[src/rtl/dsadc_pkg.sv]
package dsadc_pkg;

  typedef enum logic [2:0] {
    ST_IDLE,
    ST_AZ,
    ST_RUNUP,
    ST_RUNDOWN,
    ST_DONE
  } seqState_t;

  // control-to-datapath strobes
  typedef struct packed {
    logic cntClr;
    logic cntInc;
    logic capSign;
    logic capResult;
    logic setOvr;
    logic clrOvr;
  } dpStrobe_t;

endpackage

[src/rtl/dsadc_dp.sv]
module dsadc_dp
  import dsadc_pkg::*;
#(
  parameter int RUNUP_LEN = 16,
  parameter int AZ_W      = 3,
  parameter int RES_W     = 6,
  parameter int CNT_W     = 6
) (
  input  logic             clk,
  input  logic             rstN,
  input  dpStrobe_t        strobe,
  input  logic [AZ_W-1:0]  azCycles,
  input  logic             signIn,
  output logic             azLast,
  output logic             runupLast,
  output logic             tmoHit,
  output logic             signHeld,
  output logic [RES_W-1:0] result,
  output logic             resultSign,
  output logic             overrange
);

  localparam int TMO = 2 * RUNUP_LEN;

  logic [CNT_W-1:0] cnt;
  logic [CNT_W:0]   cntNext;

  assign cntNext   = {1'b0, cnt} + 1'b1;
  assign azLast    = cntNext >= (CNT_W+1)'(azCycles);
  assign runupLast = cnt == CNT_W'(RUNUP_LEN - 1);
  assign tmoHit    = cnt == CNT_W'(TMO);

  always_ff @(posedge clk or negedge rstN) begin
    if (!rstN) begin
      cnt <= '0;
    end else if (strobe.cntClr) begin
      cnt <= '0;
    end else if (strobe.cntInc) begin
      cnt <= cntNext[CNT_W-1:0];
    end
  end

  always_ff @(posedge clk or negedge rstN) begin
    if (!rstN) begin
      signHeld <= 1'b0;
    end else if (strobe.capSign) begin
      signHeld <= signIn;
    end
  end

  always_ff @(posedge clk or negedge rstN) begin
    if (!rstN) begin
      result     <= '0;
      resultSign <= 1'b0;
    end else if (strobe.capResult) begin
      result     <= cnt[RES_W-1:0];
      resultSign <= signHeld;
    end
  end

  always_ff @(posedge clk or negedge rstN) begin
    if (!rstN) begin
      overrange <= 1'b0;
    end else if (strobe.setOvr) begin
      overrange <= 1'b1;
    end else if (strobe.clrOvr) begin
      overrange <= 1'b0;
    end
  end

endmodule

[src/rtl/dsadc_ctrl.sv]
module dsadc_ctrl
  import dsadc_pkg::*;
(
  input  logic      clk,
  input  logic      rstN,
  input  logic      start,
  input  logic      cmpZero,
  input  logic      azLast,
  input  logic      runupLast,
  input  logic      tmoHit,
  input  logic      signHeld,
  output dpStrobe_t strobe,
  output logic      intReset,
  output logic      selInput,
  output logic      selRefNeg,
  output logic      busy,
  output logic      done
);

  seqState_t state, stateNext;

  always_ff @(posedge clk or negedge rstN) begin
    if (!rstN) begin
      state <= ST_IDLE;
    end else begin
      state <= stateNext;
    end
  end

  always_comb begin
    stateNext = state;
    strobe    = '0;
    unique case (state)
      ST_IDLE: begin
        if (start) begin
          stateNext     = ST_AZ;
          strobe.cntClr = 1'b1;
          strobe.clrOvr = 1'b1;
        end
      end
      ST_AZ: begin
        if (azLast) begin
          stateNext     = ST_RUNUP;
          strobe.cntClr = 1'b1;
        end else begin
          strobe.cntInc = 1'b1;
        end
      end
      ST_RUNUP: begin
        if (runupLast) begin
          stateNext      = ST_RUNDOWN;
          strobe.cntClr  = 1'b1;
          strobe.capSign = 1'b1;
        end else begin
          strobe.cntInc = 1'b1;
        end
      end
      ST_RUNDOWN: begin
        if (cmpZero) begin
          stateNext        = ST_DONE;
          strobe.capResult = 1'b1;
        end else if (tmoHit) begin
          stateNext     = ST_IDLE;
          strobe.setOvr = 1'b1;
        end else begin
          strobe.cntInc = 1'b1;
        end
      end
      ST_DONE: begin
        stateNext = ST_IDLE;
      end
      default: stateNext = ST_IDLE;
    endcase
  end

  assign intReset  = state == ST_AZ;
  assign selInput  = state == ST_RUNUP;
  assign selRefNeg = (state == ST_RUNDOWN) && !signHeld;
  assign busy      = state != ST_IDLE;
  assign done      = state == ST_DONE;

endmodule

[src/rtl/dsadc_seq.sv]
module dsadc_seq #(
  parameter int RUNUP_LEN = 16,
  parameter int AZ_W      = 3,
  localparam int TMO      = 2 * RUNUP_LEN,
  localparam int RES_W    = $clog2(TMO + 1)
) (
  input  logic             clk,
  input  logic             rstN,
  input  logic             start,
  input  logic [AZ_W-1:0]  azCycles,
  input  logic             signIn,
  input  logic             cmpZero,
  output logic             intReset,
  output logic             selInput,
  output logic             selRefNeg,
  output logic             busy,
  output logic             done,
  output logic             overrange,
  output logic [RES_W-1:0] result,
  output logic             resultSign
);

  localparam int CNT_W = (RES_W > AZ_W) ? RES_W : AZ_W;

  dsadc_pkg::dpStrobe_t strobe;
  logic azLast, runupLast, tmoHit, signHeld;

  dsadc_ctrl u_ctrl (
    .clk       (clk),
    .rstN      (rstN),
    .start     (start),
    .cmpZero   (cmpZero),
    .azLast    (azLast),
    .runupLast (runupLast),
    .tmoHit    (tmoHit),
    .signHeld  (signHeld),
    .strobe    (strobe),
    .intReset  (intReset),
    .selInput  (selInput),
    .selRefNeg (selRefNeg),
    .busy      (busy),
    .done      (done)
  );

  dsadc_dp #(
    .RUNUP_LEN (RUNUP_LEN),
    .AZ_W      (AZ_W),
    .RES_W     (RES_W),
    .CNT_W     (CNT_W)
  ) u_dp (
    .clk        (clk),
    .rstN       (rstN),
    .strobe     (strobe),
    .azCycles   (azCycles),
    .signIn     (signIn),
    .azLast     (azLast),
    .runupLast  (runupLast),
    .tmoHit     (tmoHit),
    .signHeld   (signHeld),
    .result     (result),
    .resultSign (resultSign),
    .overrange  (overrange)
  );

endmodule

[config.mk]
export PLATFORM = sky130hd
export DESIGN_NAME = dsadc_seq
export DESIGN_NICKNAME = d
export VERILOG_FILES = /design/src/rtl/dsadc_pkg.sv /design/src/rtl/dsadc_dp.sv /design/src/rtl/dsadc_ctrl.sv /design/src/rtl/dsadc_seq.sv
export SDC_FILE = /design/constraint.sdc
export NUM_CORES = 1
export LEC_CHECK = 0
export ABC_CLOCK_PERIOD_IN_PS = 1750
export BUFFER_PORTS_ARGS = -buffer_cell sky130_fd_sc_hd__clkbuf_2
export CORE_MARGIN = 2
export CORE_UTILIZATION = 51
export CTS_BUF_LIST = sky130_fd_sc_hd__clkbuf_8
export CTS_CLUSTER_SIZE = 24
export DETAILED_ROUTE_END_ITERATION = 8
export PLACE_DENSITY = 0.79
export SKIP_LAST_GASP = 1
export SYNTH_ARGS = -nofsm -noshare
export SYNTH_HDL_FRONTEND = slang
export SYNTH_SLANG_ARGS = --single-unit
[constraint.sdc]
create_clock -name clk -period 1.75 [get_ports clk]
set_input_delay 0.175 -clock clk [delete_from_list [all_inputs] [get_ports clk]]
set_output_delay 0.175 -clock clk [all_outputs]
set_load 0.01 [all_outputs]
After elaboration in Yosys (flattened, before gate mapping)
Cells that the tools add are included.
{"block": "word_totals", "register_bits": 18, "output_inout_bits": 13, "in_bits": 8}
{"block": "op_classes", "reduce_logical": 7, "muxes": 25, "n_lt_le_gt_ge": 1, "addsub": 1, "eq_ne": 10}
{"operator": "two-way mux 3 bit", "count": 5}
{"operator": "two-way mux 1 bit", "count": 14}
{"operator": "two-way mux 6 bit", "count": 2}
{"operator": "one-hot mux 3 bit (4 select lines)", "count": 1}
{"operator": "adder 6 x 1 -> 7 bit, second input constant", "count": 1}
{"operator": ">= comparator 7 x 3 -> 1 bit", "count": 1}
{"operator": "== test 3 x 2 -> 1 bit, second input constant", "count": 2}
{"operator": "== test 6 x 4 -> 1 bit, second input constant", "count": 1}
{"operator": "== test 6 bit, second input constant", "count": 1}
{"operator": "one-hot mux 1 bit (3 select lines)", "count": 2}
{"operator": "inequality test 2 x 1 -> 1 bit, second input constant", "count": 2}
{"operator": "AND reduction 4 bit", "count": 1}
{"operator": "nonzero test 2 bit", "count": 2}
{"operator": "== test 3 x 1 -> 1 bit, second input constant", "count": 1}
{"operator": "== test 3 bit, second input constant", "count": 1}
{"operator": "zero test 3 bit", "count": 1}
{"operator": "inequality test 3 bit, second input constant", "count": 1}
{"operator": "nonzero test 3 bit", "count": 1}
{"operator": "two-way mux 2 bit", "count": 1}
{"operator": "inequality test 2 bit, second input constant", "count": 1}
{"operator": "logical AND 1 bit", "count": 1}
{"operator": "zero test 1 bit", "count": 1}

Logic depth before layout (Yosys ltp)
Gate-level depths: netlist of the first run.
{"block": "depth", "ltp_word": 6, "ltp_mapped": 7}

By module
Synthesis of the first run repeated with hierarchy kept, for this count alone.
{"block": "unflattened", "hier_cells": 106, "hier_area_um2": 1054.8}
{"module": "dsadc_dp", "cells_per_inst": 73, "area_each_um2": 792.0, "n_inst": 1, "seq_area_each_um2": 375.4}
{"module": "dsadc_ctrl", "cells_per_inst": 33, "area_each_um2": 262.8, "n_inst": 1, "seq_area_each_um2": 75.1}

Least setup slack after synthesis of the first run
Ideal clock, no wire load.
{"block": "synth_path", "path_type": "register to register", "from": "register u_dp.cnt[0]", "to": "register u_ctrl.state[0]", "slack_ps": -121, "t_required_ps": 1672, "t_arrival_ps": 1793, "setup_ps": 78, "synth_period_minus_slack_ps": 1871, "stages_incl_launch_ff": 8, "path_cell_list": "dfrtp_1 -> inv_1 -> ha_1 -> ha_1 -> a21oi_1 -> o221ai_2 -> or3_1 -> a21oi_1"}
{"block": "synth_between", "elab_chain_len": 4, "elab_cells_between_ends": 8}
{"element": "start, declared", "line_no": "dsadc_dp.sv:25", "rtl": "logic [CNT_W-1:0] cnt;"}
{"element": "start signal, assigned", "line_no": "dsadc_dp.sv:39", "rtl": "cnt <= cntNext[CNT_W-1:0];"}
{"element": "adder 6 x 1 -> 7 bit", "line_no": "dsadc_dp.sv:28", "rtl": "assign cntNext = {1'b0, cnt} + 1'b1;"}
{"element": ">= comparator 7 x 3 -> 1 bit", "line_no": "dsadc_dp.sv:29", "rtl": "assign azLast = cntNext >= (CNT_W+1)'(azCycles);"}
{"element": "inequality test 2 x 1 -> 1 bit (no source line)"}
{"element": "AND reduction 4 bit (no source line) *"}
{"element": "end signal, assigned", "line_no": "dsadc_ctrl.sv:26", "rtl": "state <= stateNext;"}
{"element": "end, declared", "line_no": "dsadc_ctrl.sv:20", "rtl": "seqState_t state, stateNext;"}
Every way passes the cells marked *; elsewhere a longest branch is shown, timed or not.
A chain may end at the register's enable or synchronous reset.

Final worst setup path of the first run
{"block": "layout_path", "from": "register u_dp.cnt[1]", "to": "register u_ctrl.state[0]"}
The elaborated chain is that of the path after synthesis.

==> results of run 1 <==
-- power by group through the flow --
stage / sequential, mW / combinational (mW) / clock [mW]
2_1_floorplan: 0.622 / 0.673 / 0
3_3_place_gp: 0.643 / 0.959 / 0
3_5_place_dp: 0.646 / 0.996 / 0
4_1_cts: 0.636 / 1.05 / 0.351
5_1_grt: 0.651 / 1.29 / 0.365
6_report: 0.639 / 1.17 / 0.342
-- worst max-delay path: stages (launching register included) --
cell and delay [ns]:
sky130_fd_sc_hd__dfrtp_2 0.45, sky130_fd_sc_hd__inv_2 0.09, sky130_fd_sc_hd__ha_4 0.21, sky130_fd_sc_hd__ha_4 0.22, sky130_fd_sc_hd__a21oi_4 0.14, sky130_fd_sc_hd__o221ai_4 0.14, sky130_fd_sc_hd__or3_1 0.32, sky130_fd_sc_hd__a21oi_1 0.15
-- state kept, by name, indices dropped and copies added, names as in the netlist --
register         count
u_dp.cnt             6
u_dp.result          6
u_ctrl.state         3
u_dp.overrange       1
u_dp.resultSign      1
u_dp.signHeld        1
-- synthesized netlist by cell type, types with 4 or more instances --
| cell type | count |
|---|---|
| sky130_fd_sc_hd__ha_1 | 5 |
| sky130_fd_sc_hd__o21ai_0 | 5 |
| sky130_fd_sc_hd__xor2_1 | 4 |
| sky130_fd_sc_hd__nor2_1 | 6 |
| sky130_fd_sc_hd__dfrtp_1 | 18 |
| sky130_fd_sc_hd__and2_1 | 5 |
| sky130_fd_sc_hd__nor3_1 | 5 |
| sky130_fd_sc_hd__nand2_1 | 22 |
| sky130_fd_sc_hd__a21oi_1 | 5 |
| sky130_fd_sc_hd__inv_1 | 10 |
| sky130_fd_sc_hd__nand3_1 | 5 |
-- cells by family after synthesis --
| family | count (synthesis) | synth area share (%) |
|---|---|---|
| AOI/OAI and AO/OA | 25 | 15.6 |
| xor gates and xnor gates | 4 | 3.07 |
| adders and majority gates | 5 | 5.48 |
| buffers and inverters | 17 | 7.56 |
| DFF | 18 | 39.4 |
| muxes | 2 | 1.97 |
| and+or+nand+nor | 57 | 26.9 |
-- routing by layer --
metal  wire (microns)  vias up  share of wire (%)
li1                 -      508                  -
met5                0        -                  0
met4               53        0                1.9
met3               82        7                3.0
met2             1370       20                 49
met1             1270      476                 46
-- path summary, 6_finish.rpt --
kind | cells past startpoint | slack (ns) | endpoint
setup / recovery | 7 | -0.05 | u_ctrl.state[0]
hold / removal | 2 | 0.15 | u_dp.signHeld
setup reg to reg | 7 | -0.05 | u_ctrl.state[0]
hold reg to reg | 2 | 0.48 | u_dp.result[5]
max in group asynchronous | 2 | 1.02 | u_dp.cnt[1]
min in group asynchronous | 2 | 0.39 | u_ctrl.state[0]
-- final cells by class --
type	instances	area (sq um)
repair buffers	37	230
clock buffers	4	55.1
inverters	11	41.3
fillers	184	646
flip-flops and latches	18	453
well taps	28	35.0
multi-input cells	93	709
-- stage by stage --
stage	util (%)	cells	setup TNS [ns]	cell area (sq um)
3_5_place_dp	63.9	184	-0.266	1390
2_1_floorplan	-	128	-0.00949	1190
5_1_grt	70.2	191	-0.526	1520
6_report	70.2	191	-0.118	1520
4_1_cts	67.6	190	-0.151	1470
3_3_place_gp	63.9	184	-0.0744	1390
-- repair_timing --
| action | CTS | global route |
|---|---|---|
| resized for setup | 2 | 9 |
| hold buffers | 1 | 0 |
| setup endpoints to repair | 6 | 8 |
| pin swaps | 6 | 0 |
| buffers inserted | 1 | 1 |
| hold endpoints to repair | 18 | 0 |
==> metrics, run 1 <==
unrepaired setup endpoints after global routing=true; Layout Nets=177; antenna violations before repair=0; maximum frequency from static timing analysis=556 MHz; count of buffers inserted at the top-level ports=20; total design power=2.16 mW; vias per inst=5.29; violations in the final reports=negative setup slack; number of diodes added for antenna fixing=0; Setup WS pre-CTS=-0.0886 ns; met2 routing resource usage after global routing=40.5%; kind of end point of the critical path=register; number of global-route vias before repair=969; number of endpoints failing setup at the final stage=4; number of instances in the synthesized netlist=128; core box area=0.00217 sq mm; predominant post-synthesis flop cell=sky130_fd_sc_hd__dfrtp_1; synthesis-to-layout area growth=33.4%; clock transition at the register clock pins on the worst setup and hold paths after CTS=0.07 ns; startpoint of the worst-slack reg-to-reg timing path=u_dp.cnt[1]; share of power burned in registers=29.7%; proportion of synthesized chip area in sequential cells=39.4%; Iteration-0 DRC Markers=19; post-synth cell types=39; Worst Hold Slack=0.149 ns; TritonCTS clock tree=built; endpoints failing hold=0; outcome=complete, but fails checks; routed len/inst=14.5 microns; Initial Util=52.7%; Worst Setup Slack, final=-0.0491 ns; Critical Path Fanout Max=4; Hold Path Origin=signIn; Root Buffer=sky130_fd_sc_hd__clkbuf_8; flops & latches, synth=18; fraction of the cycle the final worst path needs=103%; busiest grt layer=met2; startpoint of the worst setup timing path=u_dp.cnt[1]; portion of synthesized cell area occupied by the leading cell type=39.4%; number of levels in the clock H-tree=1; Placer Congestion=0.862; Sinks on Clock Net=18; area leader, netlist=sky130_fd_sc_hd__dfrtp_1; minimum clock period=1.80 ns; Bufs on Longest Clock Path=2; synthesized area=0.00114 sq mm; arrival time at the worst endpoint=1.98 ns; async set-or-reset flop fraction in the synthesized netlist=100%; Die ar.=0.00263 sq mm; power density over the cells=1410 mW/mm^2; Slew HR=64.7%; final worst clock skew=0.00301 ns; clock buffers created by TritonCTS=3; met3 demand-to-capacity share in global routing=4.39%; Crit path required time=1.94 ns; total number of vias=1011; clock insertion delay at the later pin of the skew report=0.26 ns; Routed Wire Length=2770 microns; net count of the mapped netlist=141; combinational group share of total power=54.5%; Startpoint Class=register; maximum vdd drop=0.947 mV; fraction of power spent switching nets=40.0%; leak pwr=0.753 nW; met1 Use GR=31.5%; clock power share=15.9%; I/O pin cnt=21; mean cell area of the mapped netlist=8.92 sq um; leading cell types in the layout, fill and taps excluded=sky130_fd_sc_hd__nand2_1 (22), sky130_fd_sc_hd__clkbuf_2 (20), sky130_fd_sc_hd__buf_4 (16), sky130_fd_sc_hd__dfrtp_1 (16), sky130_fd_sc_hd__inv_1 (7); global-route wire length before repair=4590 microns; net switching power of the design=0.863 mW; category of the most critical setup path=reg2reg; Area contributors post-synth=sky130_fd_sc_hd__dfrtp_1 (39%), sky130_fd_sc_hd__nand2_1 (7.2%), sky130_fd_sc_hd__ha_1 (5.5%); count of flip-flops with a built-in enable after synthesis=0; most common cell after layout, fill and taps aside=sky130_fd_sc_hd__nand2_1; class of the most critical hold timing path=in2reg; chip width=51.3 microns; slew at the pin with the worst max-slew slack=0.525 ns; number of iterations in the first detailed-routing pass=4; design internal power=1.29 mW; All-Layer GR Usage=24.2%; final routed DRC violation total=0; maximum number of pins on one net before global-route repair=19; total number of yosys warnings=0; HPWL after detailed placement=2080 microns; final global-route overflow total=0; die span in y=51.3 microns; max-slew violation total from the final report=0; count of standard-cell rows=17; residual antenna-violating net count after detailed routing=0; max capacitance violation total=0; share of post-route cells with drive strength above 1=42.3%
No activity file was read; power rests on OpenSTA's default activity.
==> inputs of run 2 (changes only) <==
--- a/config.mk
+++ b/config.mk
@@ -5,14 +5,14 @@
 export SDC_FILE = /design/constraint.sdc
 export NUM_CORES = 1
 export LEC_CHECK = 0
-export ABC_CLOCK_PERIOD_IN_PS = 1750
-export BUFFER_PORTS_ARGS = -buffer_cell sky130_fd_sc_hd__clkbuf_2
 export CORE_MARGIN = 2
-export CORE_UTILIZATION = 51
+export CORE_UTILIZATION = 55
 export CTS_BUF_LIST = sky130_fd_sc_hd__clkbuf_8
 export CTS_CLUSTER_SIZE = 24
 export DETAILED_ROUTE_END_ITERATION = 8
-export PLACE_DENSITY = 0.79
+export DONT_BUFFER_PORTS = 1
+export MAX_ROUTING_LAYER = met4
+export PLACE_DENSITY = 0.75
 export SKIP_LAST_GASP = 1
 export SYNTH_ARGS = -nofsm -noshare
 export SYNTH_HDL_FRONTEND = slang
==> run 2 against run 1 <==
The run still ends with negative setup slack left. Critical path type unchanged. First-iteration DRC count rose to 2.7 times the previous value. Maximum frequency down 0.75%. Clock skew down 0.0020 ns.
==> metrics, run 2 (synthesis results as in run 1) <==
number of iterations in the first detailed-routing pass=6; number of levels in the clock H-tree=1; count of buffers inserted at the top-level ports=0; slew at the pin with the worst max-slew slack=0.809 ns; number of endpoints failing setup at the final stage=6; final global-route overflow total=0; maximum number of pins on one net before global-route repair=19; residual antenna-violating net count after detailed routing=0; die span in y=49.6 microns; fraction of power spent switching nets=39.8%; leading cell types in the layout, fill and taps excluded=sky130_fd_sc_hd__nand2_1 (22), sky130_fd_sc_hd__dfrtp_1 (16), sky130_fd_sc_hd__buf_4 (14); Post-CTS Setup Inserts=0; power density over the cells=1420 mW/mm^2; global-route wire length before repair=4710 microns; category of the most critical setup path=reg2reg; share of power burned in registers=34.0%; All-Layer GR Usage=25.6%; registers with the most flip-flops=u_dp.cnt: 6 flops, u_dp.result: 6 flops, u_ctrl.state: 3 flops; max capacitance violation total=0; clock power share=17.7%; Critical Path Fanout Max=4; unrepaired setup endpoints after global routing=true; design internal power=1.16 mW; most common cell after layout, fill and taps aside=sky130_fd_sc_hd__nand2_1; chip width=49.6 microns; violations in the final reports=negative setup slack; clock insertion delay at the later pin of the skew report=0.25 ns; routed len/inst=15.8 microns; number of global-route vias before repair=992; net switching power of the design=0.765 mW; leak pwr=0.647 nW; arrival time at the worst endpoint=1.95 ns; TritonCTS clock tree=built; antenna violations before repair=0; Routed Wire Length=2660 microns; final cell count without fillers=168; Startpoint Class=register; final worst clock skew=0.00106 ns; core box area=0.00196 sq mm; Bufs on Longest Clock Path=2; maximum frequency from static timing analysis=552 MHz; final routed DRC violation total=0; Iteration-0 DRC Markers=51; vias per inst=5.89; Die ar.=0.00246 sq mm; cell count after placement=163; number of diodes added for antenna fixing=0; share of post-route cells with drive strength above 1=27.7%; fraction of the cycle the final worst path needs=104%; total number of vias=989; synthesis-to-layout area growth=18.5%; outcome=complete, but fails checks; combinational group share of total power=48.3%; Placer Congestion=0.884; maximum vdd drop=0.959 mV; Root Buffer=sky130_fd_sc_hd__clkbuf_8; fill count=171; minimum clock period=1.81 ns; Worst Hold Slack=0.0189 ns; clock buffers created by TritonCTS=3; Setup WS pre-CTS=-0.0787 ns; Initial Util=58.2%; endpoints failing hold=0; HPWL after detailed placement=1940 microns; Worst Setup Slack, final=-0.0628 ns; I/O pin cnt=21; kind of end point of the critical path=register; Layout Nets=155; Slew HR=45.9%; clock transition at the register clock pins on the worst setup and hold paths after CTS=0.07 ns; class of the most critical hold timing path=in2reg; max-slew violation total from the final report=0; Crit path required time=1.89 ns; Sinks on Clock Net=18; total negative slack for setup checks=-0.312 ns; count of standard-cell rows=16
run 2: cell types whose count changed in the layout (fill, tap and decap cells not counted), sizes merged:
cell / change
buf: -2
clkbuf: -20
run 2: critical path, cell delays in order (launching register included):
cell	delay, ns
sky130_fd_sc_hd__dfrtp_2	0.45
sky130_fd_sc_hd__ha_4	0.17
sky130_fd_sc_hd__xor2_1	0.14
sky130_fd_sc_hd__ha_1	0.30
sky130_fd_sc_hd__inv_1	0.05
sky130_fd_sc_hd__o221ai_2	0.18
sky130_fd_sc_hd__o21ai_1	0.14
sky130_fd_sc_hd__mux2_4	0.27
run 2: cell type report:
cell class                      count  area, sq um  share of cell area, %
Multi-Input combinational cell     93          656                   48.4
Sequential cell                    18          453                   33.5
Timing Repair Buffer               15          115                   8.50
Clock buffer                        4         55.1                   4.07
Inverter                           11         41.3                   3.05
Tap cell                           27         33.8                   2.50
run 2: metrics by stage:
step / instance area [sq um] / util, % / total power, mW
2_1_floorplan: 1190 / - / 1.29
3_3_place_gp: 1280 / 65.5 / 1.50
3_5_place_dp: 1280 / 65.5 / 1.54
4_1_cts: 1350 / 69.0 / 1.92
5_1_grt: 1350 / 69.0 / 2.06
6_report: 1350 / 69.0 / 1.92
run 2: path summary, 6_finish.rpt:
| kind | start | end | slack (ns) | cells past startpoint |
|---|---|---|---|---|
| setup / recovery | u_dp.cnt[0] | u_dp.cnt[0] | -0.06 | 7 |
| hold / removal | cmpZero | u_dp.overrange | 0.02 | 1 |
| setup reg to reg | u_dp.cnt[0] | u_dp.cnt[0] | -0.06 | 7 |
| hold reg to reg | u_dp.signHeld | u_dp.resultSign | 0.51 | 2 |
| max in group asynchronous | rstN | u_dp.cnt[0] | 0.74 | 1 |
| min in group asynchronous | rstN | u_dp.result[0] | 0.46 | 1 |
run 2: layer usage:
layer  GRT usage, %  wire length, microns  vias up  share of wire [%]
li1               -                     -      468                  -
met1           33.5                  1110      464                 42
met2           42.4                  1320       53                 50
met3           3.64                   199        4                7.5
met4           5.56                    28        0                1.1
met5              -                     0        -                  0
run 2: power groups by stage:
stage	clock, mW	combinational, mW	sequential (mW)
global route	0.369	1.02	0.668
global placement	0	0.851	0.654
floorplan	0	0.673	0.622
detailed placement	0	0.882	0.660
CTS	0.344	0.925	0.652
finish	0.340	0.929	0.653
run 2: what timing repair did:
action / CTS / global route
gates resized for setup: 1 / 0
hold buffers: 1 / 0
pin swaps: 5 / 0
endpoints found under the hold margin: 18 / 0
endpoints found under the setup margin: 5 / 6
==> inputs of run 3 (changes only) <==
--- a/config.mk
+++ b/config.mk
@@ -6,14 +6,15 @@
 export NUM_CORES = 1
 export LEC_CHECK = 0
 export CORE_MARGIN = 2
-export CORE_UTILIZATION = 55
+export CORE_UTILIZATION = 28
 export CTS_BUF_LIST = sky130_fd_sc_hd__clkbuf_8
 export CTS_CLUSTER_SIZE = 24
 export DETAILED_ROUTE_END_ITERATION = 8
 export DONT_BUFFER_PORTS = 1
 export MAX_ROUTING_LAYER = met4
-export PLACE_DENSITY = 0.75
+export PLACE_DENSITY = 0.45
 export SKIP_LAST_GASP = 1
 export SYNTH_ARGS = -nofsm -noshare
 export SYNTH_HDL_FRONTEND = slang
+export SYNTH_HIERARCHICAL = 1
 export SYNTH_SLANG_ARGS = --single-unit
==> run 3 against run 2 <==
The run still ends with negative setup slack left. Count of clock-buffer cells in the layout shrank 1. Flip-flop and latch count is the same. Via count shrank 17%. Sequential share of layout area shrank 2.1 points.
==> metrics, run 3 <==
async set-or-reset flop fraction in the synthesized netlist=100%; Hold Path Origin=cmpZero; synthesized area=0.00105 sq mm; kind of end point of the critical path=register; leading cell types in the layout, fill and taps excluded=sky130_fd_sc_hd__buf_4 (22), sky130_fd_sc_hd__dfrtp_1 (16), sky130_fd_sc_hd__inv_1 (11); final design instance area without fill=0.00144 sq mm; design internal power=1.37 mW; Sinks on Clock Net=18; endpoint of the most critical register-to-register path=u_dp/cnt[5]; Worst Setup Slack, final=-0.740 ns; startpoint of the worst-slack reg-to-reg timing path=u_dp/cnt[0]; post-synth cell types=34; count of standard-cell rows=22; Bufs on Longest Clock Path=2; leak pwr=0.680 nW; max-slew violation total from the final report=0; outcome=complete, but fails checks; final worst clock skew=0.00309 ns; vias per inst=4.61; most common cell after layout, fill and taps aside=sky130_fd_sc_hd__buf_4; total number of vias=816; count of buffers inserted at the top-level ports=0; HPWL after detailed placement=1750 microns; net switching power of the design=0.910 mW; Iteration-0 DRC Markers=49; maximum vdd drop=0.679 mV; clock power share=12.6%; maximum number of pins on one net before global-route repair=19; most frequently used cell type in the post-synthesis netlist=sky130_fd_sc_hd__dfrtp_1; final routed DRC violation total=0; maximum frequency from static timing analysis=402 MHz; power density over the cells=1580 mW/mm^2; arrival time at the worst endpoint=2.67 ns; slew at the pin with the worst max-slew slack=0.852 ns; fraction of power spent switching nets=39.9%; cell area reported after detailed placement=0.00127 sq mm; synthesis-to-layout area growth=36.9%; class of the most critical hold timing path=in2reg; Crit path required time=1.93 ns; startpoint of the worst setup timing path=u_dp/cnt[0]; Area contributors post-synth=sky130_fd_sc_hd__dfrtp_1 (43%), sky130_fd_sc_hd__mux2_2 (8.5%), sky130_fd_sc_hd__ha_1 (5.9%); final global-route overflow total=0; proportion of synthesized chip area in sequential cells=42.7%; All-Layer GR Usage=13.6%; number of levels in the clock H-tree=1; Routed Wire Length=2410 microns; max capacitance violation total=0; endpoints failing hold=0; chip width=65.4 microns; setup slack of the most critical reg-to-reg path=-0.74 ns; global-route wire length before repair=4320 microns; Critical Path Fanout Max=4; combinational group share of total power=57.3%; Startpoint Class=register; largest stage delay on the critical path=0.45 ns; minimum clock period=2.49 ns; Placer Congestion=0.783; violations in the final reports=negative setup slack; share of post-route cells with drive strength above 1=48.1%; hold endpoint=u_ctrl/state[2]; antenna violations before repair=0; most used standard cells in the synthesized netlist=sky130_fd_sc_hd__dfrtp_1 (18), sky130_fd_sc_hd__inv_1 (11), sky130_fd_sc_hd__nor2_1 (10); depth of the worst register-to-register path=12; TritonCTS clock tree=built; fraction of the cycle the final worst path needs=142%; predominant post-synthesis flop cell=sky130_fd_sc_hd__dfrtp_1; sequence of cells on the critical path=ha_4, xor2_2, ha_1, o21ai_1, o221a_2, nand4b_1, o21ai_2, a21oi_2, nor3_4, nand4_2, or3_1, a21oi_1; registers with the most flip-flops=u_dp/cnt: 6 flops, u_dp/result: 6 flops, u_ctrl/state: 3 flops; Setup WS pre-CTS=-0.771 ns; number of diodes added for antenna fixing=0; routed len/inst=13.6 microns; unrepaired setup endpoints after global routing=true; Crit-path slowest cell=sky130_fd_sc_hd__dfrtp_2; core box area=0.00363 sq mm; clock insertion delay at the later pin of the skew report=0.25 ns; die span in y=65.4 microns; net count of the mapped netlist=119; number of endpoints failing setup at the final stage=9; number of global-route vias before repair=885; clock buffers created by TritonCTS=3; portion of synthesized cell area occupied by the leading cell type=42.7%; mean cell area of the mapped netlist=9.95 sq um; Slew HR=43.0%; clock transition at the register clock pins on the worst setup and hold paths after CTS=0.07 ns; Die ar.=0.00427 sq mm; Initial Util=29.0%; Root Buffer=sky130_fd_sc_hd__clkbuf_8; residual antenna-violating net count after detailed routing=0; total number of yosys warnings=6; count of flip-flops with a built-in enable after synthesis=0; share of power burned in registers=30.1%; I/O pin cnt=21; number of iterations in the first detailed-routing pass=2; Critical path buffers and inverters=0; area leader, netlist=sky130_fd_sc_hd__dfrtp_1; number of instances in the synthesized netlist=106; flops & latches, synth=18; critical path's top delay family=simple AND/OR/NAND/NOR gates; Layout Nets=143; category of the most critical setup path=reg2reg; worst hold path stage count=2
-- run 3: cell count changes in the layout (fill, tap and decap cells not counted), moves of 3 or more --
| cell | change |
|---|---|
| sky130_fd_sc_hd__and2_1 | -5 |
| sky130_fd_sc_hd__buf_4 | +8 |
| sky130_fd_sc_hd__buf_6 | +3 |
| sky130_fd_sc_hd__inv_1 | +3 |
| sky130_fd_sc_hd__mux2_2 | +7 |
| sky130_fd_sc_hd__nand2_1 | -19 |
| sky130_fd_sc_hd__nand3_1 | -5 |
| sky130_fd_sc_hd__nor2_2 | +3 |
-- run 3: power by group through the flow --
stage               registers (mW)  clock network (mW)  logic (mW)
floorplan                    0.625                   0       0.749
global route                 0.711               0.322        1.45
finish                       0.686               0.287        1.30
global placement             0.680                   0        1.00
detailed placement           0.683                   0        1.01
CTS                          0.680               0.303        1.24
-- run 3: cell type report --
class / count / area [sq um]
Clock buffer: 3 / 41.3
Clock inverter: 1 / 3.75
Fill cell: 398 / 2190
Inverter: 11 / 41.3
Multi-Input combinational cell: 70 / 636
Sequential cell: 18 / 453
Tap cell: 48 / 60.1
Timing Repair Buffer: 26 / 209
-- run 3: cells by family (layout without fill, tap and decap cells) --
kind of cell               Yosys count  count (layout)  synth area share (%)
AOI/OAI and AO/OA                   15              15                  8.90
xor gates and xnor gates             6               6                  4.98
adders and majority gates            5               5                  5.93
buffers and inverters               18              41                  8.30
DFF                                 18              18                  42.7
muxes                               10              10                  10.4
and+or+nand+nor                     34              34                  18.7
-- run 3: repair_timing --
action	in CTS	in global routing
hold buffers	1	0
endpoints found under the hold margin	18	0
pin swaps	6	5
buffers inserted	8	2
gates resized for setup	14	8
setup endpoints to repair	9	9
-- run 3: routing by layer --
| metal | share of wire (%) | up-vias | routed length (microns) | GRT usage [%] |
|---|---|---|---|---|
| li1 | - | 403 | - | - |
| met1 | 45 | 394 | 1080 | 17.1 |
| met2 | 49 | 17 | 1190 | 22.1 |
| met3 | 5.3 | 2 | 129 | 3.94 |
| met4 | 0.50 | 0 | 12 | 2.34 |
| met5 | 0 | - | 0 | - |
-- run 3: per-stage QoR --
step	setup TNS [ns]	power (mW)	hold slack [ns]	util, %	cells
4_1_cts	-4.83	2.22	0.0435	38.8	177
5_1_grt	-6.15	2.48	0.0632	39.7	177
3_3_place_gp	-4.46	1.68	-0.120	35.0	170
3_5_place_dp	-4.72	1.69	-0.120	35.0	170
6_report	-4.67	2.28	0.0516	39.7	177
2_1_floorplan	-3.42	1.37	-0.121	-	106
-- run 3: worst max path at each step --
stage / end / cells past startpoint
after floorplan: u_dp/cnt[5] / 12
after global placement: u_dp/cnt[5] / 12
after detailed placement: u_dp/cnt[5] / 12
after CTS: u_dp/cnt[5] / 12
after global routing: u_dp/cnt[5] / 12
final: u_dp/cnt[5] / 12
